File: src/rtl/irq_pkg.sv
package irq_pkg;
    localparam int N_EDGE  = 4;
    localparam int N_SRC   = N_EDGE + 1;
    localparam int SRC_KEY = N_EDGE;
    localparam int VEC_W   = $clog2(N_SRC + 1);
    localparam logic [VEC_W-1:0] VEC_BRK = VEC_W'(N_SRC);

    typedef enum logic [1:0] {
        RA_REQ  = 2'd0,
        RA_EN   = 2'd1,
        RA_POL  = 2'd2,
        RA_NONE = 2'd3
    } reg_addr_e;

    typedef logic [N_SRC-1:0] src_vec_t;

    typedef struct packed {
        logic             irq;
        logic             valid;
        logic [VEC_W-1:0] vec;
    } grant_t;

    // lowest index wins; break code when nothing is live
    function automatic logic [VEC_W-1:0] pick_first(input src_vec_t live);
        logic [VEC_W-1:0] r;
        r = VEC_BRK;
        for (int i = N_SRC - 1; i >= 0; i--) begin
            if (live[i]) r = VEC_W'(i);
        end
        return r;
    endfunction

    function automatic src_vec_t vec_onehot(input logic [VEC_W-1:0] v);
        src_vec_t r;
        r = '0;
        for (int i = 0; i < N_SRC; i++) begin
            if (v == VEC_W'(i)) r[i] = 1'b1;
        end
        return r;
    endfunction
endpackage

File: src/rtl/irq_pin_detect.sv
module irq_pin_detect #(
    parameter int SYNC_N = 2,
    parameter int N      = 4
) (
    input  logic         clk,
    input  logic         rst,
    input  logic [N-1:0] pin,
    input  logic [N-1:0] pol,
    output logic [N-1:0] hit
);
    for (genvar g = 0; g < N; g++) begin : g_pin
        logic [SYNC_N-1:0] chain;
        logic              sel;
        logic              sel_q;

        always_ff @(posedge clk) begin
            if (rst) begin
                chain <= '0;
                sel_q <= 1'b0;
            end else begin
                chain <= {chain[SYNC_N-2:0], pin[g]};
                sel_q <= sel;
            end
        end

        // polarity folded in before the edge test, so a polarity flip can fire
        assign sel    = chain[SYNC_N-1] ^ pol[g];
        assign hit[g] = sel & ~sel_q;
    end
endmodule

File: src/rtl/irq_key_wake.sv
module irq_key_wake #(
    parameter int SYNC_N = 2,
    parameter int KEY_W  = 8
) (
    input  logic             clk,
    input  logic             rst,
    input  logic [KEY_W-1:0] key,
    input  logic             low_power,
    output logic             wake
);
    logic [SYNC_N-1:0][KEY_W-1:0] stg;

    always_ff @(posedge clk) begin
        if (rst) stg <= '1;
        else     stg <= {stg[SYNC_N-2:0], key};
    end

    assign wake = low_power & ~(&stg[SYNC_N-1]);
endmodule

File: src/rtl/irq_prio_sel.sv
module irq_prio_sel
    import irq_pkg::*;
(
    input  src_vec_t live,
    input  logic     mask,
    input  logic     brk,
    output grant_t   grant
);
    always_comb begin
        grant.irq   = (|live) & ~mask;
        grant.vec   = pick_first(live);
        grant.valid = grant.irq | brk;
    end
endmodule

File: src/rtl/irq_edge_ctrl.sv
module irq_edge_ctrl
    import irq_pkg::*;
#(
    parameter int KEY_W  = 8,
    parameter int SYNC_N = 2,
    parameter int DATA_W = 8
) (
    input  logic              clk,
    input  logic              rst,
    input  logic [3:0]        ext_pin,
    input  logic [KEY_W-1:0]  key_in,
    input  logic              low_power,
    input  logic              irq_mask,
    input  logic              brk,
    input  logic              ack,
    input  logic              bus_wr,
    input  logic [1:0]        bus_addr,
    input  logic [DATA_W-1:0] bus_wdata,
    output logic [DATA_W-1:0] bus_rdata,
    output logic              irq,
    output logic [2:0]        vec,
    output logic              vec_valid
);
    src_vec_t          req_q, en_q, set_now, ack_clr, live;
    logic [N_EDGE-1:0] pol_q, edge_hit;
    logic              wake;
    grant_t            grant;
    reg_addr_e         addr;

    assign addr = reg_addr_e'(bus_addr);

    irq_pin_detect #(.SYNC_N(SYNC_N), .N(N_EDGE)) u_pins (
        .clk (clk),
        .rst (rst),
        .pin (ext_pin),
        .pol (pol_q),
        .hit (edge_hit)
    );

    irq_key_wake #(.SYNC_N(SYNC_N), .KEY_W(KEY_W)) u_key (
        .clk       (clk),
        .rst       (rst),
        .key       (key_in),
        .low_power (low_power),
        .wake      (wake)
    );

    assign live = req_q & en_q;

    irq_prio_sel u_sel (
        .live  (live),
        .mask  (irq_mask),
        .brk   (brk),
        .grant (grant)
    );

    assign set_now = {wake, edge_hit};
    assign ack_clr = ack ? vec_onehot(grant.vec) : '0;

    always_ff @(posedge clk) begin
        if (rst) begin
            req_q <= '0;
            en_q  <= '0;
            pol_q <= '0;
        end else begin
            if (bus_wr && addr == RA_REQ) req_q <= bus_wdata[N_SRC-1:0];
            else                          req_q <= (req_q & ~ack_clr) | set_now;
            if (bus_wr && addr == RA_EN)  en_q  <= bus_wdata[N_SRC-1:0];
            if (bus_wr && addr == RA_POL) pol_q <= bus_wdata[N_EDGE-1:0];
        end
    end

    always_comb begin
        case (addr)
            RA_REQ:  bus_rdata = DATA_W'(req_q);
            RA_EN:   bus_rdata = DATA_W'(en_q);
            RA_POL:  bus_rdata = DATA_W'(pol_q);
            default: bus_rdata = '0;
        endcase
    end

    assign irq       = grant.irq;
    assign vec       = grant.vec;
    assign vec_valid = grant.valid;
endmodule

File: config.mk
export PLATFORM = sky130hd
export DESIGN_NAME = irq_edge_ctrl
export DESIGN_NICKNAME = d
export VERILOG_FILES = /design/src/rtl/irq_pkg.sv /design/src/rtl/irq_pin_detect.sv /design/src/rtl/irq_key_wake.sv /design/src/rtl/irq_prio_sel.sv /design/src/rtl/irq_edge_ctrl.sv
export SDC_FILE = /design/constraint.sdc
export NUM_CORES = 1
export LEC_CHECK = 0
export BUFFER_PORTS_ARGS = -buffer_cell sky130_fd_sc_hd__buf_2
export CAP_MARGIN = 20
export CELL_PAD_IN_SITES_DETAIL_PLACEMENT = 1
export CELL_PAD_IN_SITES_GLOBAL_PLACEMENT = 1
export CORE_MARGIN = 5
export CORE_UTILIZATION = 34
export CTS_CLUSTER_SIZE = 8
export DETAILED_ROUTE_END_ITERATION = 16
export MAX_ROUTING_LAYER = met4
export PLACE_DENSITY = 0.78
export SYNTH_ARGS = -nofsm -noshare
export SYNTH_HDL_FRONTEND = slang
export SYNTH_SLANG_ARGS = --single-unit
File: constraint.sdc
create_clock -name clk -period 1.2 [get_ports clk]
set_input_delay 0.18 -clock clk [delete_from_list [all_inputs] [get_ports clk]]
set_output_delay 0.18 -clock clk [all_outputs]
set_load 0.01 [all_outputs]
# Word-level counts from Yosys, hierarchy flattened
# Index checks and enable logic that the tools add are counted.
# classes
muxes	13
bitwise	21
eq_ne	6
n_reduce_logical	7
# ops
cell	n
5-bit one-hot mux with 3 select lines	1
3-bit 2-to-1 mux	4
5-bit AND	2
5-bit 2-to-1 mux	2
8-bit AND reduction	1
1-bit AND	6
3-bit by 2-bit equality test with 1-bit output, second input constant	2
1-bit 2-to-1 mux	6
1-bit inverter	6
5-bit inverter	1
5-bit OR	1
5-bit OR reduction	1
1-bit XOR	4
3-bit by 1-bit equality test with 1-bit output, second input constant	1
3-bit equality test, second input constant	1
1-bit logical AND	3
3-bit zero test	1
2-bit by 1-bit equality test with 1-bit output, second input constant	1
2-bit equality test, second input constant	1
2-bit zero test	1
1-bit OR	1
# totals
in_bits	29
word_cells	60
ff_bits	42

# Longest topological paths before layout
# Gate-level depths: netlist of run 1.
# depth
depth_word	13
mapped_depth	6
depth_no_buf	4

# By module
# From an unflattened synthesis of run 1, not the netlist that was laid out.
# unflattened
cells_unflattened	168
area_unflattened_um2	1639.1
# modules_own_cells
mod	instances	area_per_inst_um2	cells_per_inst	seq_area_each_um2
irq_edge_ctrl	1	750.7	90	280.3
irq_key_wake	1	451.7	36	320.3
irq_pin_detect	1	384.1	33	240.2
irq_prio_sel	1	52.6	9	0.0

# Worst setup path after synthesis of run 1
# Ideal clock, no wire load.
# synth_path
kind	reg2out
from	register req_q[2]
to	output port vec_valid
path_slack_ns	-0.200
t_arrival_ns	1.220
path_stages_with_launch	5
path_buffers	0
path_cell_list	dfxtp_1 a22oi_1 and3b_1 a21oi_1 or2_2
# synth_via
elab_chain_cells	4
# synth_rtl
element	line_no	rtl
start, declared	irq_edge_ctrl.sv:24	src_vec_t req_q, en_q, set_now, ack_clr, live;
start signal, assigned	irq_edge_ctrl.sv:66	if (bus_wr && addr == RA_REQ) req_q <= bus_wdata[N_SRC-1:0];
start signal, assigned	irq_edge_ctrl.sv:67	else req_q <= (req_q & ~ack_clr) | set_now;
5-bit AND	irq_edge_ctrl.sv:48	assign live = req_q & en_q;
5-bit OR reduction	irq_prio_sel.sv:10	grant.irq = (|live) & ~mask;
1-bit AND	irq_prio_sel.sv:10	
named net irq	irq_edge_ctrl.sv:20	output logic irq,
1-bit OR	irq_prio_sel.sv:12	grant.valid = grant.irq | brk;
end, declared	irq_edge_ctrl.sv:22	output logic vec_valid
# The timed path passes the listed nets, and every way through them passes these cells.

# Final worst setup path of run 1
# layout_path
from	register en_q[1]
to	output port vec_valid
# layout_via
elab_chain_cells	4
# layout_rtl
element	line_no	rtl
start, declared	irq_edge_ctrl.sv:24	
start signal, assigned	irq_edge_ctrl.sv:68	if (bus_wr && addr == RA_EN) en_q <= bus_wdata[N_SRC-1:0];
5-bit AND	irq_edge_ctrl.sv:48	
5-bit OR reduction	irq_prio_sel.sv:10	
1-bit AND	irq_prio_sel.sv:10	
1-bit OR	irq_prio_sel.sv:12	
# No other way between the ends.

==> run summary, run 1 <==
===============================================================================
Signal arrival time at the worst endpoint ........................      1480 ps
Synthesized area .................................................   1590 sq um
Final weighted congestion of routability-driven global placement .        0.881
Number of clock buffers inserted by TritonCTS ....................            5
Ratio of cells with drive above 1 in the final layout ............        49.6%
Overall via count from detail_route ..............................         1368
Std-Cell Rows ....................................................           24
Number of distinct library cells after synthesis .................           32
Max-cap viol count ...............................................            0
Clock slew at reported path FFs ..................................        90 ps
Post-synthesis area per instance .................................   9.63 sq um
Remaining design rule violation count ............................            0
Most utilized layer in the global route result ...................         met2
Sum of overflow across all layers after global routing ...........            0
Routed wire per std cell .........................................      14.6 um
Clock Skew .......................................................      10.6 ps
Maximum number of pins on one net before global-route repair .....           23
Cells taking the most area after synthesis ....................... sky130_fd_sc_hd__dfxtp_1 (53%), sky130_fd_sc_hd__or2_2 (6.7%), sky130_fd_sc_hd__mux2i_1 (6.3%), sky130_fd_sc_hd__nor2_1 (4.5%), sky130_fd_sc_hd__nor2b_1 (3.5%)
Final period utilization .........................................         138%
Number of DRC markers in iteration 0 .............................           59
Minimum setup slack among reg-to-reg paths .......................      -280 ps
Cell type with the highest aggregate area in the netlist ......... sky130_fd_sc_hd__dfxtp_1
Final WL .........................................................      4.18 mm
Filler cell count ................................................          511
Final layout net count ...........................................          262
Share of the synthesized area in the top cell type ...............        52.9%
Via count of the first global-routing pass .......................         1434
Number of sinks on the clock net .................................           42
Hold Path Class .................................................. primary input to flip-flop
Min-Delay Path Depth .............................................            2
Number of synthesis warnings .....................................            0
Synthesized instance count .......................................          165
Number of antenna-violating nets in the routed design ............            0
Hold Violations, Final ...........................................            0
Setup-failing EPs final ..........................................           13
GRT Total Usage ..................................................        13.6%
Vertical die dimension ...........................................      78.4 um
Sequential area share after synthesis ............................        52.9%
DP Worst Slack ...................................................      -194 ps
Initial core utilization .........................................        35.8%
Total leakage power ..............................................      1.02 nW
Outcome .......................................................... finished, violations left
Kind of critical path ............................................ flip-flop to output port
Sink of the worst hold path ...................................... u_key.stg[3]$_SDFF_PP1_
Vias per cell ....................................................         4.78
Io pins ..........................................................           42
GR Layer Usage met1 ..............................................        14.3%
Count of H-tree levels built during CTS ..........................            2
Cell depth of the worst flop-to-flop path ........................            7
Worst voltage drop across the vdd grid ...........................       919 uV
Port buffer count ................................................           35
Drt pass-1 iters .................................................            4
Required time at the worst-slack endpoint ........................      1020 ps
Post-route minimum period ........................................      1660 ps
Met2 usage .......................................................        24.7%
Placeable core region ............................................   4440 sq um
Antenna Diode Count ..............................................            0
Area delta synth->final ..........................................        44.0%
Maximum fanout encountered on the critical timing path ...........            3
Die area .........................................................   6140 sq um
Final total power ................................................      2.85 mW
FMAX .............................................................      603 MHz
Final WS setup ...................................................      -459 ps
Clock tree from TritonCTS ........................................        built
Clock Root Buffer ................................................ sky130_fd_sc_hd__clkbuf_8
GR met3 Demand/Resource ..........................................        3.78%
Top library cells by usage in the layout, fill and taps aside .... sky130_fd_sc_hd__buf_2 (32), sky130_fd_sc_hd__dfxtp_1 (32), sky130_fd_sc_hd__buf_4 (20)
Die X ............................................................      78.4 um
Reg2Reg Launch Point ............................................. en_q[1]$_SDFFE_PP0P_
Startpoint class of the critical path ............................    flip-flop
Nature of the critical path endpoint .............................  output port
Failing checks ................................................... negative setup slack
DP HPWL ..........................................................      2.90 mm
Antenna violations before repair .................................            0
Min-delay src ....................................................    key_in[3]
Wire length of the first global-routing pass .....................      6.40 mm
Unrepaired setup endpoints after global routing ..................         true
Reg2Reg Capture Point ............................................ req_q[3]$_SDFF_PP0_
Post-synthesis register bit count ................................           42
Maximum clock path buffer count ..................................            2
Power per cell area .............................................. 1250 nW/um^2
Clock network latency to the later pin of the worst-skew pair ....       300 ps
Max Slew Vio Count ...............................................            0
===============================================================================
## through the flow
stage	hold WS, ps	instances	util [%]	area (sq um)	TNS [ps]
5_1_grt	48.0	286	51.5	2290	-4150
6_report	61.7	286	51.5	2290	-3430
4_1_cts	50.5	279	49.4	2190	-2870
3_5_place_dp	367	267	44.6	1980	-848
3_3_place_gp	362	267	44.6	1980	-496
2_1_floorplan	252	167	-	1620	-119
## where the power goes
part,internal [mW],total [mW],switching [mW]
registers,1.47,1.50,0.0343
logic,0.217,0.393,0.176
clock network,0.432,0.958,0.526
total,2.12,2.85,0.736
## cells by family (layout without fill, tap and decap cells)
| kind of cell | Yosys count | count (layout) | synth area share [%] |
|---|---|---|---|
| buf+inv | 13 | 80 | 4.96 |
| flops | 42 | 42 | 52.9 |
| xor+xnor | 4 | 4 | 2.20 |
| mux | 10 | 10 | 6.30 |
| other cells | 1 | 3 | 0.236 |
| compound gates | 23 | 23 | 9.76 |
| simple gates | 72 | 72 | 23.6 |
## cell usage after synthesis (all sizes together)
cell type / n
a311oi: 1
xnor2: 4
mux2i: 10
nor4: 1
nand3b: 1
and2: 1
nor3b: 1
a31o: 1
o21ai: 7
nand3: 5
dfxtp: 42
a22oi: 1
or3b: 1
or2: 17
a31oi: 1
a21oi: 7
nand4: 2
nor2b: 9
buf: 6
clkbuf: 5
a211oi: 2
nor2: 19
inv: 2
a22o: 1
conb: 1
nand2: 13
nor4bb: 1
o21a: 1
and3b: 1
o221a: 1
## state kept, by name, summed over array words and instances, names as in the netlist
register,flops
u_pins.g_pin.chain,8
u_pins.g_pin.sel_q,4
pol_q,4
en_q,5
req_q,5
u_key.stg,16
## what timing repair did
action / 4_1_cts / 5_1_grt
resized for setup: 26 / 11
pin swaps: 9 / 11
setup buffers: 4 / 8
hold buffers: 0 / 0
setup endpoints to repair: 13 / 13
## critical path: stages (launching register included)
cell and delay (ps):
sky130_fd_sc_hd__dfxtp_2 350, sky130_fd_sc_hd__and2_4 170, sky130_fd_sc_hd__and3b_2 250, sky130_fd_sc_hd__a21oi_2 70
sky130_fd_sc_hd__or2_4 230, sky130_fd_sc_hd__buf_6 120
## how the worst max path moves through the flow
stage,startpoint,end,slack (ps),depth (start not counted)
final,en_q[1]$_SDFFE_PP0P_,vec_valid,-460,5
after global routing,en_q[2]$_SDFFE_PP0P_,vec_valid,-500,5
after CTS,req_q[2]$_SDFF_PP0_,vec_valid,-460,5
after global placement,en_q[2]$_SDFFE_PP0P_,vec_valid,-130,5
after floorplan,en_q[2]$_SDFFE_PP0P_,vec_valid,-80,4
after detailed placement,en_q[2]$_SDFFE_PP0P_,req_q[2]$_SDFF_PP0_,-190,5
## cell type report
type | count | area (sq um) | area share [%]
Multi-Input combinational cell | 112 | 746 | 32.6
Clock inverter | 3 | 26.3 | 1.15
Clock buffer | 5 | 68.8 | 3.01
Sequential cell | 42 | 853 | 37.3
Tap cell | 52 | 65.1 | 2.84
Timing Repair Buffer | 70 | 522 | 22.8
Inverter | 2 | 7.51 | 0.328
## layer usage
layer / vias up / part of all wire (%)
li1: 678 / -
met1: 652 / 41
met2: 36 / 54
met3: 2 / 4.5
met4: 0 / 0.50
met5: - / 0
Power figures use the tool's default switching activity.
==> inputs of run 2 (changes only) <==
REMOVE_ABC_BUFFERS = 1   (was not set)
==> run 2 against run 1 <==
The flow still finishes with violations (negative setup slack); power down 0.92%; clock power shrank 3.9%; largest cell class unchanged; clock skew down 1.7 ps; wire length rose by 0.81%; count of clock-buffer cells in the layout is the same; fmax fell by 1.8%; largest power group unchanged; setup slack worse by 31 ps.
==> run summary, run 2 (synthesis gave the netlist of run 1 again) <==
===============================================================================
Post-route minimum period ........................................      1690 ps
Final layout net count ...........................................          263
Clock Root Buffer ................................................ sky130_fd_sc_hd__clkbuf_8
Total placed cells including tap cells ...........................          267
Wire length of the first global-routing pass .....................      6.52 mm
Slowest stage cell, crit path .................................... sky130_fd_sc_hd__dfxtp_2
Outcome .......................................................... finished, violations left
Max-cap viol count ...............................................            0
Remaining design rule violation count ............................            0
Final WS setup ...................................................      -490 ps
Top library cells by usage in the layout, fill and taps aside .... sky130_fd_sc_hd__buf_2 (32), sky130_fd_sc_hd__dfxtp_1 (32), sky130_fd_sc_hd__buf_4 (22)
Area delta synth->final ..........................................        44.5%
FMAX .............................................................      592 MHz
Overall via count from detail_route ..............................         1384
Initial core utilization .........................................        35.8%
Vias per cell ....................................................         4.82
Number of clock buffers inserted by TritonCTS ....................            5
Ratio of cells with drive above 1 in the final layout ............        50.2%
Number of sinks on the clock net .................................           42
Antenna Diode Count ..............................................            0
Clock Skew .......................................................      8.91 ps
Hold Path Class .................................................. primary input to flip-flop
Largest register FFs .............................................           16
Drt pass-1 iters .................................................            4
Kind of critical path ............................................ flip-flop to output port
Final period utilization .........................................         141%
Min-delay src ....................................................    key_in[6]
Register containing the most flip-flops in the final layout ......    u_key.stg
Port buffer count ................................................           35
Top Registers .................................................... u_key.stg: 16 flops, u_pins.g_pin.chain: 8 flops
Reg2Reg Capture Point ............................................ req_q[3]$_SDFF_PP0_
Clock network latency to the later pin of the worst-skew pair ....       290 ps
Hold Violations, Final ...........................................            0
Sum of overflow across all layers after global routing ...........            0
Die area .........................................................   6140 sq um
Count of H-tree levels built during CTS ..........................            2
Placeable core region ............................................   4440 sq um
Required time at the worst-slack endpoint ........................      1020 ps
GRT Total Usage ..................................................        14.0%
Largest delay share family, worst path ........................... simple AND/OR/NAND/NOR gates
Number of DRC markers in iteration 0 .............................           50
Die X ............................................................      78.4 um
Signal arrival time at the worst endpoint ........................      1510 ps
Final WL .........................................................      4.21 mm
Slowest Stage Delay on Critical Path .............................       340 ps
Sink of the worst hold path ...................................... u_key.stg[6]$_SDFF_PP1_
Filler cell count ................................................          521
Routed wire per std cell .........................................      14.7 um
Minimum setup slack among reg-to-reg paths .......................      -330 ps
CP cell instances ................................................ a22oi_2, and3b_2, a21oi_2, or2_4, buf_6
Failing checks ................................................... negative setup slack
Cell depth of the worst flop-to-flop path ........................            7
Maximum clock path buffer count ..................................            2
Crit path buffers/inverters ......................................            1
DP HPWL ..........................................................      2.85 mm
Reg2Reg Launch Point ............................................. req_q[1]$_SDFF_PP0_
Max Slew Vio Count ...............................................            0
Worst voltage drop across the vdd grid ...........................       945 uV
Maximum number of pins on one net before global-route repair .....           22
Io pins ..........................................................           42
Min-Delay Path Depth .............................................            2
Vertical die dimension ...........................................      78.4 um
Via count of the first global-routing pass .......................         1382
Antenna violations before repair .................................            0
Power per cell area .............................................. 1230 nW/um^2
Setup-failing EPs final ..........................................           13
Unrepaired setup endpoints after global routing ..................         true
Number of antenna-violating nets in the routed design ............            0
Non-Filler Instances .............................................          287
Smallest hold slack ..............................................      61.3 ps
Total leakage power ..............................................      1.02 nW
Nature of the critical path endpoint .............................  output port
Clock tree from TritonCTS ........................................        built
Clock slew at reported path FFs ..................................        80 ps
Std-Cell Rows ....................................................           24
Startpoint class of the critical path ............................    flip-flop
Final weighted congestion of routability-driven global placement .        0.849
Maximum fanout encountered on the critical timing path ...........            2
===============================================================================
==> run 2: metal layers <==
metal  vias to the layer above  track usage (%)  routed length (um)
li1                        677                -                   -
met1                       656             15.7                1760
met2                        44             23.6                2150
met3                         7             3.32                 221
met4                         0             6.47                  73
met5                         -                -                   0
==> run 2: area by class of cell <==
class / instances / area (sq um) / share of cell area, %
well taps: 52 / 65.1 / 2.83
clock buffers: 5 / 68.8 / 3.00
repair buffers: 71 / 526 / 22.9
multi-input cells: 112 / 751 / 32.7
flip-flops and latches: 42 / 853 / 37.2
clock inverters: 3 / 25.0 / 1.09
inverters: 2 / 7.51 / 0.327
==> run 2: power breakdown <==
group / leakage, nW / internal (mW) / total (mW) / switching, mW
clock network: 0.0447 / 0.419 / 0.921 / 0.502
logic: 0.630 / 0.222 / 0.402 / 0.180
registers: 0.350 / 1.47 / 1.50 / 0.0354
total: 1.02 / 2.11 / 2.83 / 0.717
==> run 2: per-stage QoR <==
| step | setup WS (ps) | util (%) | TNS, ps | power (mW) | cell area, sq um |
|---|---|---|---|---|---|
| final | -490 | 51.7 | -3490 | 2.83 | 2300 |
| after global routing | -551 | 51.7 | -4150 | 2.97 | 2300 |
| after CTS | -423 | 49.5 | -3160 | 2.83 | 2200 |
| after detailed placement | -202 | 44.1 | -830 | 1.85 | 1960 |
| after global placement | -190 | 44.1 | -682 | 1.84 | 1960 |
| after floorplan | -200 | - | -511 | 1.66 | 1530 |
==> run 2: how the worst max path moves through the flow <==
| stage | depth (start not counted) | slack, ps | to | startpoint |
|---|---|---|---|---|
| floorplan | 4 | -200 | vec_valid | req_q[2]$_SDFF_PP0_ |
| global placement | 5 | -190 | vec_valid | req_q[2]$_SDFF_PP0_ |
| detailed placement | 5 | -200 | vec_valid | req_q[2]$_SDFF_PP0_ |
| CTS | 5 | -420 | vec[0] | en_q[1]$_SDFFE_PP0P_ |
| global route | 5 | -550 | vec_valid | req_q[2]$_SDFF_PP0_ |
| finish | 5 | -490 | vec_valid | req_q[2]$_SDFF_PP0_ |
==> run 2: repair_timing <==
action	4_1_cts	5_1_grt
buffers inserted	10	7
pin swaps	13	11
endpoints found under the setup margin	13	13
gates resized for setup	32	14
endpoints found under the hold margin	0	0
hold buffers	0	0
==> inputs of run 3 (changes only) <==
CORE_MARGIN = 3   (was 5)
CTS_CLUSTER_DIAMETER = 200   (was not set)
==> run 3 against run 2 <==
The run still ends with negative setup slack left; clock power grew 44%; setup slack better by 4.8 ps; global-route usage rose by 1.9 points; worst hold slack worse by 3.5 ps; power is 15% higher; die area shrank 9.9%; clock skew up 3.6 ps; final cell count up 0.70%; combinational power is 5.7% higher; register-to-register slack lost 20 ps.
==> run summary, run 3 (synthesis gave the netlist of run 1 again) <==
===============================================================================
Io pins ..........................................................           42
Setup-failing EPs final ..........................................           14
Register containing the most flip-flops in the final layout ......    u_key.stg
Clock slew at reported path FFs ..................................        80 ps
Hold Violations, Final ...........................................            0
Area delta synth->final ..........................................        49.2%
Via count of the first global-routing pass .......................         1331
Post-route minimum period ........................................      1680 ps
Final layout net count ...........................................          265
Placeable core region ............................................   4440 sq um
Remaining design rule violation count ............................            0
Count of H-tree levels built during CTS ..........................            2
Top library cells by usage in the layout, fill and taps aside .... sky130_fd_sc_hd__dfxtp_1 (33), sky130_fd_sc_hd__buf_2 (32), sky130_fd_sc_hd__buf_4 (22)
Max-cap viol count ...............................................            0
Switching Power ..................................................       723 uW
Slowest Stage Delay on Critical Path .............................       420 ps
Reg2Reg Launch Point ............................................. en_q[1]$_SDFFE_PP0P_
Final weighted congestion of routability-driven global placement .        0.817
Routed wire per std cell .........................................      15.6 um
Number of antenna-violating nets in the routed design ............            0
Commonest non-fill, non-tap cell in the layout ................... sky130_fd_sc_hd__dfxtp_1
Vias per cell ....................................................         4.87
Clock network latency to the later pin of the worst-skew pair ....       300 ps
Antenna violations before repair .................................            0
Wire length of the first global-routing pass .....................      6.20 mm
DP HPWL ..........................................................      2.86 mm
Final period utilization .........................................         140%
FMAX .............................................................      593 MHz
Largest register FFs .............................................           16
Clock network fraction of design power ...........................        40.8%
Final core occ ...................................................        53.4%
Hold Path Class .................................................. primary input to flip-flop
Final WS setup ...................................................      -485 ps
CP cell instances ................................................ a22oi_2, buf_4, nor3b_2, buf_4, buf_2
Clock Root Buffer ................................................ sky130_fd_sc_hd__clkbuf_8
Drt pass-1 iters .................................................            4
Gate power share .................................................        13.1%
Die X ............................................................      74.4 um
Final total power ................................................      3.26 mW
Overall via count from detail_route ..............................         1407
Number of DRC markers in iteration 0 .............................           59
Vertical die dimension ...........................................      74.4 um
Cell mode on critical path ....................................... sky130_fd_sc_hd__buf_4
GRT Total Usage ..................................................        15.9%
Maximum number of pins on one net before global-route repair .....           18
Port buffer count ................................................           35
Smallest hold slack ..............................................      57.8 ps
Required time at the worst-slack endpoint ........................      1020 ps
Filler cell count ................................................          528
Top Registers .................................................... u_key.stg: 16 flops, u_pins.g_pin.chain: 8 flops
Failing checks ................................................... negative setup slack
Initial core utilization .........................................        35.8%
Number of sinks on the clock net .................................           42
Beginning of the critical path ................................... req_q[3]$_SDFF_PP0_
Kind of critical path ............................................ flip-flop to output port
Sequential cell area .............................................    852 sq um
Outcome .......................................................... finished, violations left
Std-Cell Rows ....................................................           24
Maximum clock path buffer count ..................................            2
Clock tree from TritonCTS ........................................        built
Area used by multi-input combinational logic .....................    752 sq um
Maximum fanout encountered on the critical timing path ...........            4
Sum of overflow across all layers after global routing ...........            0
Ratio of cells with drive above 1 in the final layout ............        51.5%
Signal arrival time at the worst endpoint ........................      1500 ps
Startpoint class of the critical path ............................    flip-flop
Final WL .........................................................      4.51 mm
Max Slew Vio Count ...............................................            0
Clock Skew .......................................................      12.5 ps
Worst voltage drop across the vdd grid ...........................       703 uV
Final TNS setup ..................................................     -3670 ps
Min-delay src ....................................................    key_in[5]
Nature of the critical path endpoint .............................  output port
Cell internal power dissipation ..................................      2.53 mW
Unrepaired setup endpoints after global routing ..................         true
Power per cell area .............................................. 1370 nW/um^2
Antenna Diode Count ..............................................            0
Slowest stage cell, crit path .................................... sky130_fd_sc_hd__dfxtp_1
Die area .........................................................   5530 sq um
Relative contribution of sequential cells to total power .........        46.1%
Total leakage power ..............................................      1.06 nW
Number of clock buffers inserted by TritonCTS ....................            5
Fraction of power spent switching nets ...........................        22.2%
===============================================================================
==> run 3: layer usage <==
metal	GRT usage, %	part of all wire (%)
met4	9.49	4.0
met3	5.14	5.5
met2	25.9	52
met5	-	0
met1	16.8	38
==> run 3: area by class of cell <==
type,count,area share [%]
Sequential cell,42,35.9
Clock inverter,3,2.90
Timing Repair Buffer,73,23.5
Clock buffer,5,2.90
Tap cell,52,2.74
Multi-Input combinational cell,112,31.7
Inverter,2,0.317
==> run 3: worst max-delay path, delay by kind of cell (launching register included) <==
kind / cells / cell delay, ps
AOI/OAI and AO/OA: 1 / 80
buffers and inverters: 3 / 430
DFF: 1 / 420
and+or+nand+nor: 1 / 280
==> run 3: through the flow <==
stage	instance area [sq um]	instances	worst slack (ps)
CTS	2270	282	-435
finish	2370	289	-485
detailed placement	1980	268	-219
global placement	1980	268	-183
floorplan	1530	156	-200
global route	2370	289	-531
==> run 3: power by group through the flow <==
stage / sequential [mW] / clock [mW] / combinational, mW
4_1_cts: 1.50 / 1.36 / 0.384
5_1_grt: 1.51 / 1.42 / 0.460
6_report: 1.50 / 1.33 / 0.425
3_5_place_dp: 1.53 / 0 / 0.336
2_1_floorplan: 1.52 / 0 / 0.141
3_3_place_gp: 1.52 / 0 / 0.327
==> run 3: what timing repair did <==
item                       4_1_cts  5_1_grt
buffers inserted                 7        9
setup endpoints to repair       13       13
resized for setup               32       15
pin swaps                       12       10
hold buffers                     0        0
gates cloned                     0        0
==> run 3: worst paths after layout <==
check / slack, ps / depth (start not counted) / end
max: -480 / 5 / vec[1]
min: 60 / 2 / u_key.stg[5]$_SDFF_PP1_
max reg2reg: -350 / 7 / req_q[2]$_SDFF_PP0_
min reg2reg: 400 / 1 / u_key.stg[15]$_SDFF_PP1_
